$ cat config.mk
export PLATFORM = sky130hd
export DESIGN_NAME = msr_access_unit
export DESIGN_NICKNAME = d
export VERILOG_FILES = /design/src/rtl/msr_pkg.sv /design/src/rtl/msr_decode.sv /design/src/rtl/msr_check.sv /design/src/rtl/msr_store.sv /design/src/rtl/msr_access_unit.sv
export SDC_FILE = /design/constraint.sdc
export NUM_CORES = 2
export LEC_CHECK = 0
export BUFFER_PORTS_ARGS = -buffer_cell sky130_fd_sc_hd__buf_2
export CAP_MARGIN = 20
export CORE_ASPECT_RATIO = 1.25
export CORE_MARGIN = 2
export CORE_UTILIZATION = 55
export CTS_BUF_LIST = sky130_fd_sc_hd__clkbuf_16
export DETAILED_ROUTE_END_ITERATION = 8
export GPL_TIMING_DRIVEN = 0
export PLACE_DENSITY = 0.67
export SLEW_MARGIN = 15
export SYNTH_ARGS = -nofsm -noshare
export SYNTH_HDL_FRONTEND = slang
export SYNTH_HIERARCHICAL = 1
export SYNTH_SLANG_ARGS = --single-unit
$ cat constraint.sdc
create_clock -name clk -period 11.2 [get_ports clk]
set_clock_uncertainty 0.15 [all_clocks]
set_input_delay 2.8 -clock clk [delete_from_list [all_inputs] [get_ports clk]]
set_output_delay 2.8 -clock clk [all_outputs]
set_load 0.05 [all_outputs]
$ cat src/rtl/msr_pkg.sv
package msr_pkg;

    localparam int N_VAR     = 8;
    localparam int N_FIX4    = 8;
    localparam int SUB_W     = $clog2(2 * N_VAR);
    localparam int VA_W      = 48;

    localparam int EXT_LME_BIT = 8;
    localparam int EXT_LMA_BIT = 10;
    localparam int CTL_EN_BIT  = 11;

    localparam logic [63:0] PAT_RESET = 64'h0007_0406_0007_0406;

    localparam logic [31:0] IX_SEP_CS = 32'h0000_0100;
    localparam logic [31:0] IX_SEP_SP = 32'h0000_0101;
    localparam logic [31:0] IX_SEP_IP = 32'h0000_0102;
    localparam logic [31:0] IX_CAP    = 32'h0000_0200;
    localparam logic [31:0] IX_VAR0   = 32'h0000_0210;
    localparam logic [31:0] IX_FIX64  = 32'h0000_0230;
    localparam logic [31:0] IX_FIX16  = 32'h0000_0231;
    localparam logic [31:0] IX_FIX4   = 32'h0000_0238;
    localparam logic [31:0] IX_DEFT   = 32'h0000_0240;
    localparam logic [31:0] IX_PAT    = 32'h0000_0250;
    localparam logic [31:0] IX_CTL    = 32'h0000_0300;
    localparam logic [31:0] IX_EXT    = 32'h0000_0400;
    localparam logic [31:0] IX_LTGT   = 32'h0000_0401;
    localparam logic [31:0] IX_CTGT   = 32'h0000_0402;
    localparam logic [31:0] IX_FMASK  = 32'h0000_0403;
    localparam logic [31:0] IX_FSB    = 32'h0000_0410;
    localparam logic [31:0] IX_GSB    = 32'h0000_0411;
    localparam logic [31:0] IX_KGSB   = 32'h0000_0412;

    typedef enum logic [3:0] {
        C_NONE, C_SEP_CS, C_CAP, C_VBASE, C_VMASK, C_FIX64, C_FIX16,
        C_FIX4, C_DEFT, C_PAT, C_CTL, C_EXT, C_CANON, C_FMASK
    } reg_cls_e;

    typedef struct packed {
        reg_cls_e         cls;
        logic [SUB_W-1:0] sub;
    } reg_sel_t;

    function automatic logic range_type_ok(input logic [7:0] t);
        return (t == 8'd0) || (t == 8'd1) || (t == 8'd4) || (t == 8'd5) || (t == 8'd6);
    endfunction

    function automatic logic pat_type_ok(input logic [7:0] t);
        return (t == 8'd7) || range_type_ok(t);
    endfunction

    function automatic logic addr_canonical(input logic [63:0] v);
        logic [63:0] sext;
        sext = {{(64 - VA_W){v[VA_W-1]}}, v[VA_W-1:0]};
        return sext == v;
    endfunction

endpackage

$ cat src/rtl/msr_decode.sv
module msr_decode
    import msr_pkg::*;
(
    input  logic [31:0] index,
    output reg_sel_t    sel
);
    localparam logic [31:0] VAR_END  = IX_VAR0 + 32'(2 * N_VAR);
    localparam logic [31:0] FIX4_END = IX_FIX4 + 32'(N_FIX4);

    logic [31:0] var_off;
    logic [31:0] fix4_off;

    always_comb begin
        var_off  = index - IX_VAR0;
        fix4_off = index - IX_FIX4;
        sel      = '{cls: C_NONE, sub: '0};
        if (index >= IX_VAR0 && index < VAR_END) begin
            sel.cls = var_off[0] ? C_VMASK : C_VBASE;
            sel.sub = var_off[SUB_W-1:0];
        end else if (index >= IX_FIX4 && index < FIX4_END) begin
            sel.cls = C_FIX4;
            sel.sub = fix4_off[SUB_W-1:0];
        end else begin
            case (index)
                IX_SEP_CS: sel.cls = C_SEP_CS;
                IX_SEP_SP: sel = '{cls: C_CANON, sub: SUB_W'(0)};
                IX_SEP_IP: sel = '{cls: C_CANON, sub: SUB_W'(1)};
                IX_LTGT:   sel = '{cls: C_CANON, sub: SUB_W'(2)};
                IX_CTGT:   sel = '{cls: C_CANON, sub: SUB_W'(3)};
                IX_FSB:    sel = '{cls: C_CANON, sub: SUB_W'(4)};
                IX_GSB:    sel = '{cls: C_CANON, sub: SUB_W'(5)};
                IX_KGSB:   sel = '{cls: C_CANON, sub: SUB_W'(6)};
                IX_CAP:    sel.cls = C_CAP;
                IX_FIX64:  sel.cls = C_FIX64;
                IX_FIX16:  sel = '{cls: C_FIX16, sub: SUB_W'(0)};
                IX_FIX16 + 32'd1: sel = '{cls: C_FIX16, sub: SUB_W'(1)};
                IX_DEFT:   sel.cls = C_DEFT;
                IX_PAT:    sel.cls = C_PAT;
                IX_CTL:    sel.cls = C_CTL;
                IX_EXT:    sel.cls = C_EXT;
                IX_FMASK:  sel.cls = C_FMASK;
                default:   sel.cls = C_NONE;
            endcase
        end
    end
endmodule

$ cat src/rtl/msr_check.sv
module msr_check
    import msr_pkg::*;
#(
    parameter logic [63:0] EXT_SUPPORTED = 64'h0000_0000_0000_0D01
) (
    input  reg_sel_t    sel,
    input  logic [63:0] wdata,
    input  logic [63:0] ext_cur,
    input  logic        paging_on,
    output logic        chk_fault
);
    logic [7:0] pat_ok;

    generate
        for (genvar b = 0; b < 8; b++) begin : g_pat_byte
            assign pat_ok[b] = pat_type_ok(wdata[8*b +: 8]);
        end
    endgenerate

    logic ext_bad;
    assign ext_bad = (|(wdata & ~EXT_SUPPORTED)) ||
                     (paging_on && (wdata[EXT_LME_BIT] != ext_cur[EXT_LME_BIT]));

    always_comb begin
        unique case (sel.cls)
            C_CAP:                    chk_fault = 1'b1;
            C_VBASE, C_FIX64,
            C_FIX16, C_DEFT:          chk_fault = !range_type_ok(wdata[7:0]);
            C_PAT:                    chk_fault = !(&pat_ok);
            C_EXT:                    chk_fault = ext_bad;
            C_CANON:                  chk_fault = !addr_canonical(wdata);
            default:                  chk_fault = 1'b0;
        endcase
    end
endmodule

$ cat src/rtl/msr_store.sv
module msr_store
    import msr_pkg::*;
#(
    parameter logic [63:0] CAP_VALUE     = 64'h0000_0000_0000_0508,
    parameter logic [31:0] CTL_RESET     = 32'hFEE0_0900,
    parameter logic [63:0] EXT_SUPPORTED = 64'h0000_0000_0000_0D01
) (
    input  logic        clk,
    input  logic        rst,
    input  logic        we,
    input  reg_sel_t    sel,
    input  logic [63:0] wdata,
    output logic [63:0] rdata,
    output logic [63:0] ext_cur
);
    localparam logic [63:0] LMA_MASK = 64'd1 << EXT_LMA_BIT;

    logic [63:0] var_q   [2*N_VAR];
    logic [63:0] fix4_q  [N_FIX4];
    logic [63:0] canon_q [8];
    logic [63:0] fix16_q [2];
    logic [63:0] fix64_q, pat_q, ext_q;
    logic [31:0] sep_cs_q, deft_q, ctl_q, fmask_q;

    always_ff @(posedge clk) begin
        if (rst) begin
            for (int i = 0; i < 2*N_VAR; i++) var_q[i] <= '0;
            for (int i = 0; i < N_FIX4; i++)  fix4_q[i] <= '0;
            for (int i = 0; i < 8; i++)       canon_q[i] <= '0;
            fix16_q[0] <= '0;
            fix16_q[1] <= '0;
            fix64_q    <= '0;
            pat_q      <= PAT_RESET;
            ext_q      <= '0;
            sep_cs_q   <= '0;
            deft_q     <= '0;
            ctl_q      <= CTL_RESET;
            fmask_q    <= '0;
        end else if (we) begin
            case (sel.cls)
                C_SEP_CS:         sep_cs_q <= wdata[31:0];
                C_CANON:          canon_q[sel.sub[2:0]] <= wdata;
                C_VBASE, C_VMASK: var_q[sel.sub] <= wdata;
                C_FIX64:          fix64_q <= wdata;
                C_FIX16:          fix16_q[sel.sub[0]] <= wdata;
                C_FIX4:           fix4_q[sel.sub[2:0]] <= wdata;
                C_DEFT:           deft_q <= wdata[31:0];
                C_PAT:            pat_q <= wdata;
                C_CTL:            if (ctl_q[CTL_EN_BIT]) ctl_q <= wdata[31:0];
                C_EXT:            ext_q <= (wdata & EXT_SUPPORTED & ~LMA_MASK) | (ext_q & LMA_MASK);
                C_FMASK:          fmask_q <= wdata[31:0];
                default:          ;
            endcase
        end
    end

    always_comb begin
        case (sel.cls)
            C_SEP_CS:         rdata = {32'd0, sep_cs_q};
            C_CANON:          rdata = canon_q[sel.sub[2:0]];
            C_CAP:            rdata = CAP_VALUE;
            C_VBASE, C_VMASK: rdata = var_q[sel.sub];
            C_FIX64:          rdata = fix64_q;
            C_FIX16:          rdata = fix16_q[sel.sub[0]];
            C_FIX4:           rdata = fix4_q[sel.sub[2:0]];
            C_DEFT:           rdata = {32'd0, deft_q};
            C_PAT:            rdata = pat_q;
            C_CTL:            rdata = {32'd0, ctl_q};
            C_EXT:            rdata = ext_q;
            C_FMASK:          rdata = {32'd0, fmask_q};
            default:          rdata = '0;
        endcase
    end

    assign ext_cur = ext_q;

    // the long-mode-active bit never moves after reset
    p_lma_hold_r8: assert property (@(posedge clk) disable iff (rst)
        $stable(ext_q[EXT_LMA_BIT]));

    // a disabled controller base cannot be rewritten
    p_ctl_gate_r9: assert property (@(posedge clk) disable iff (rst)
        !ctl_q[CTL_EN_BIT] |=> $stable(ctl_q));
endmodule

$ cat src/rtl/msr_access_unit.sv
module msr_access_unit
    import msr_pkg::*;
#(
    parameter bit          IGNORE_BAD_IDX = 1'b0,
    parameter logic [63:0] CAP_VALUE      = 64'h0000_0000_0000_0508,
    parameter logic [31:0] CTL_RESET      = 32'hFEE0_0900,
    parameter logic [63:0] EXT_SUPPORTED  = 64'h0000_0000_0000_0D01
) (
    input  logic        clk,
    input  logic        rst,
    input  logic        req_valid,
    input  logic        req_write,
    input  logic [31:0] req_index,
    input  logic [31:0] wr_hi,
    input  logic [31:0] wr_lo,
    input  logic [1:0]  cpl,
    input  logic        real_mode,
    input  logic        paging_on,
    output logic [31:0] rd_lo,
    output logic [31:0] rd_hi,
    output logic        fault
);
    reg_sel_t    sel;
    logic [63:0] wdata, rdata, ext_cur;
    logic        chk_fault, priv_bad, idx_bad, commit;

    assign wdata = {wr_hi, wr_lo};

    msr_decode u_dec (.index(req_index), .sel(sel));

    msr_check #(.EXT_SUPPORTED(EXT_SUPPORTED)) u_chk (
        .sel(sel), .wdata(wdata), .ext_cur(ext_cur),
        .paging_on(paging_on), .chk_fault(chk_fault)
    );

    assign priv_bad = !real_mode && (cpl != 2'd0);
    assign idx_bad  = (sel.cls == C_NONE) && !IGNORE_BAD_IDX;
    assign fault    = req_valid && (priv_bad || idx_bad || (req_write && chk_fault));
    assign commit   = req_valid && req_write && !fault;

    msr_store #(
        .CAP_VALUE(CAP_VALUE), .CTL_RESET(CTL_RESET), .EXT_SUPPORTED(EXT_SUPPORTED)
    ) u_st (
        .clk(clk), .rst(rst), .we(commit), .sel(sel), .wdata(wdata),
        .rdata(rdata), .ext_cur(ext_cur)
    );

    always_comb begin
        if (req_valid && !req_write && !fault) begin
            rd_lo = rdata[31:0];
            rd_hi = rdata[63:32];
        end else begin
            rd_lo = '0;
            rd_hi = '0;
        end
    end

    // user level outside real mode always faults
    p_priv_fault_r1: assert property (@(posedge clk) disable iff (rst)
        (req_valid && !real_mode && cpl != 2'd0) |-> fault);

    // the capability register cannot be written
    p_cap_ro_r3: assert property (@(posedge clk) disable iff (rst)
        (req_valid && req_write && req_index == IX_CAP) |-> fault);

    generate
        if (!IGNORE_BAD_IDX) begin : g_strict
            // unmapped index faults in strict mode
            p_unknown_r12: assert property (@(posedge clk) disable iff (rst)
                (req_valid && u_dec.sel.cls == C_NONE) |-> fault);
        end
    endgenerate
endmodule

==> results by group <==
STA
  – Unrepaired setup endpoints after global routing: true
  – Fin worst setup slack: -0.292 ns
  – Fraction of the cycle the final worst path needs: 1.03
  – Max frequency: 87.0 MHz
  – Minimum clock period: 11.49 ns
  – Slew margin rel.: 0.0678
  – Hold_ws: 0.303 ns
  – Final setup vio count: 36
  – Fin. max-slew vios: 0
  – Slew @ Worst Pin: 1.40 ns
  – Fin. Hold Viols: 0

Global route
  – Met3 usage: 0.145
  – Tot GR Track Use: 0.453
  – Remaining Overflow, GRT: 0
  – Largest net degree at the start of global routing: 45
  – Vias in the first global route: 74400
  – GRT met1 Usage: 0.546
  – M2 GR Usage: 0.651
  – Layer carrying the most global-route usage: met2
  – First-pass GRT wire length: 619 mm
  – Initial antenna violation count: 50

Power and ir drop
  – Leakage: 42.1 nW
  – Worst vdd ir: 0.192 mV
  – PD cells: 154 nW/um2

Placement
  – Inst Count DP: 11100
  – Hpwl dp: 334 mm
  – Routability Congestion: 1.06
  – PortBufs: 166
  – Pre-CTS WS: -1.46 ns

Hold path
  – Hold path cells: 2
  – HP Class: flop to flop

Setup path
  – Crit path kind: input port to output pin
  – R2R depth: 15
  – Worst EP required: 8.25 ns
  – Critical Path AT: 8.54 ns
  – Reg2reg setup slack: 4.97 ns
  – CP startpoint kind: input port
  – CP max FO: 10
  – Setup crit end kind: output pin

Finish
  – Final Util: 0.622
  – Share of cells above drive strength 1: 0.157
  – Non-filler cells, final: 11600
  – Area grow syn2layout: 12.6%
  – Nets@finish: 8750

Floorplan
  – Initial Utilization: 0.553
  – Die area: 205000 um2
  – I/O pin count: 169
  – Std cell rows: 184
  – Die width: 406 um
  – Die Span Y: 506 um
  – Core area: 201000 um2

Drt
  – Antenna Violating Nets Remaining: 0
  – Drt pass-1 iters: 9
  – DRT iter0 DRCs: 13400
  – Drt drc: 0
  – Detailed Route WL: 466 mm
  – Drt wl/cell: 40.3 um
  – Via Count: 77900
  – Via/cell ratio: 6.73

Run status
  – Failing checks: negative setup slack
  – Status: finished with violations

Clock network
  – Reg clk slew, reported paths: 0.06 ns
  – Max H-tree Level: 4
  – Clk sink count: 2435
  – Num CTS Buffers: 236
  – CTS tree: built
  – Clk Latency, worst-skew pair: 0.91 ns
  – Clock root cell: clkbuf_16
  – CTS Buffer Depth: 3

Logic synthesis
  – Synth Area per Inst: 13.6 um2
  – Syn Inst Count: 8173
  – YS warnings: 6
  – Synth Cell Area: 111000 um2
  – Synthesized netlist net count: 8277

Run
  – Max-cap check violation count: 0
-- power by group --
group | switching [W] | leakage [nW] | internal, W | total [W]
clock network | 0.00356 | 3.90 | 0.00438 | 0.00794
logic | 0.000639 | 15.5 | 0.000218 | 0.000857
registers | 0.000112 | 22.7 | 0.0103 | 0.0104
total | 0.00432 | 42.1 | 0.0149 | 0.0192
-- layout make-up --
type | instances | area (um2)
Clock inverter | 204 | 1630
Buffer | 829 | 3890
Clock buffer | 237 | 5930
Multi-Input combinational cell | 4888 | 37200
Timing Repair Buffer | 241 | 2140
Antenna cell | 31 | 77.6
Inverter | 15 | 56.3
Tap cell | 2697 | 3370
Fill cell | 15600 | 75900
Sequential cell | 2435 | 70500
-- through the flow --
stage / total power [W] / setup TNS [ns] / instance area, um2
6_report: 0.0192 / -3.11 / 125000
5_1_grt: 0.0195 / -0.0614 / 125000
4_1_cts: 0.0191 / 0 / 124000
3_5_place_dp: 0.0114 / -54.96 / 116000
3_3_place_gp: 0.0113 / -7771.71 / 115000
2_1_floorplan: 0.0109 / 0 / 111000
-- path summary, 6_finish.rpt --
check,start,end
worst max-delay path,req_index[6],rd_lo[19]
worst min-delay path,u_st/sep_cs_q[22],u_st/sep_cs_q[22]
worst max register to register,u_st/ext_cur[8],u_st/var_q[13][9]
worst min register to register,u_st/sep_cs_q[22],u_st/sep_cs_q[22]
-- cell usage in the layout (no fill, tap or decap), types with 96 or more instances in the layout --
cell type / n
and2_1: 2183
edfxtp_1: 2176
nand2_1: 665
clkbuf_1: 596
mux4_2: 418
a21oi_1: 334
dfxtp_1: 259
buf_2: 237
clkbuf_16: 237
mux2i_1: 173
a22oi_1: 136
o22ai_1: 96
-- metal layers --
metal	vias to the layer above	routed length, um	part of all wire
li1	30700	-	-
met3	1676	62800	0.13
met5	-	279	0.00060
met4	26	52100	0.11
met2	6525	200000	0.43
met1	38900	151000	0.32
-- what timing repair did --
item,in CTS,in global routing
pin swaps,9,5
hold buffers,0,0
resized for setup,139,90
setup buffers,8,0
setup endpoints to repair,64,58
hold endpoints to repair,0,0
-- sequential cells by signal (all words and copies together), names as in the netlist, 32 cells and up --
| signal | cells |
|---|---|
| u_st/canon_q | 512 |
| u_st/ctl_q | 32 |
| u_st/deft_q | 32 |
| u_st/fix16_q | 128 |
| u_st/fix4_q | 512 |
| u_st/fix64_q | 64 |
| u_st/fmask_q | 32 |
| u_st/pat_q | 64 |
| u_st/sep_cs_q | 32 |
| u_st/var_q | 1024 |
-- critical path, stage by stage --
cell and delay, ns:
buf_2 0.15, nor4_4 0.43, nand4b_2 0.24, nor3_1 0.22, a31oi_1 0.08, o21ai_2 0.41, buf_6 0.25, clkinv_1 0.67
nand3_2 0.61, clkbuf_2 0.57, clkbuf_2 0.50, o21ai_0 0.14, o22ai_1 0.49, a211o_1 0.27, nand2_1 0.07, nor4_1 0.27
buf_2 0.34
(Power assumes the default switching activity.)
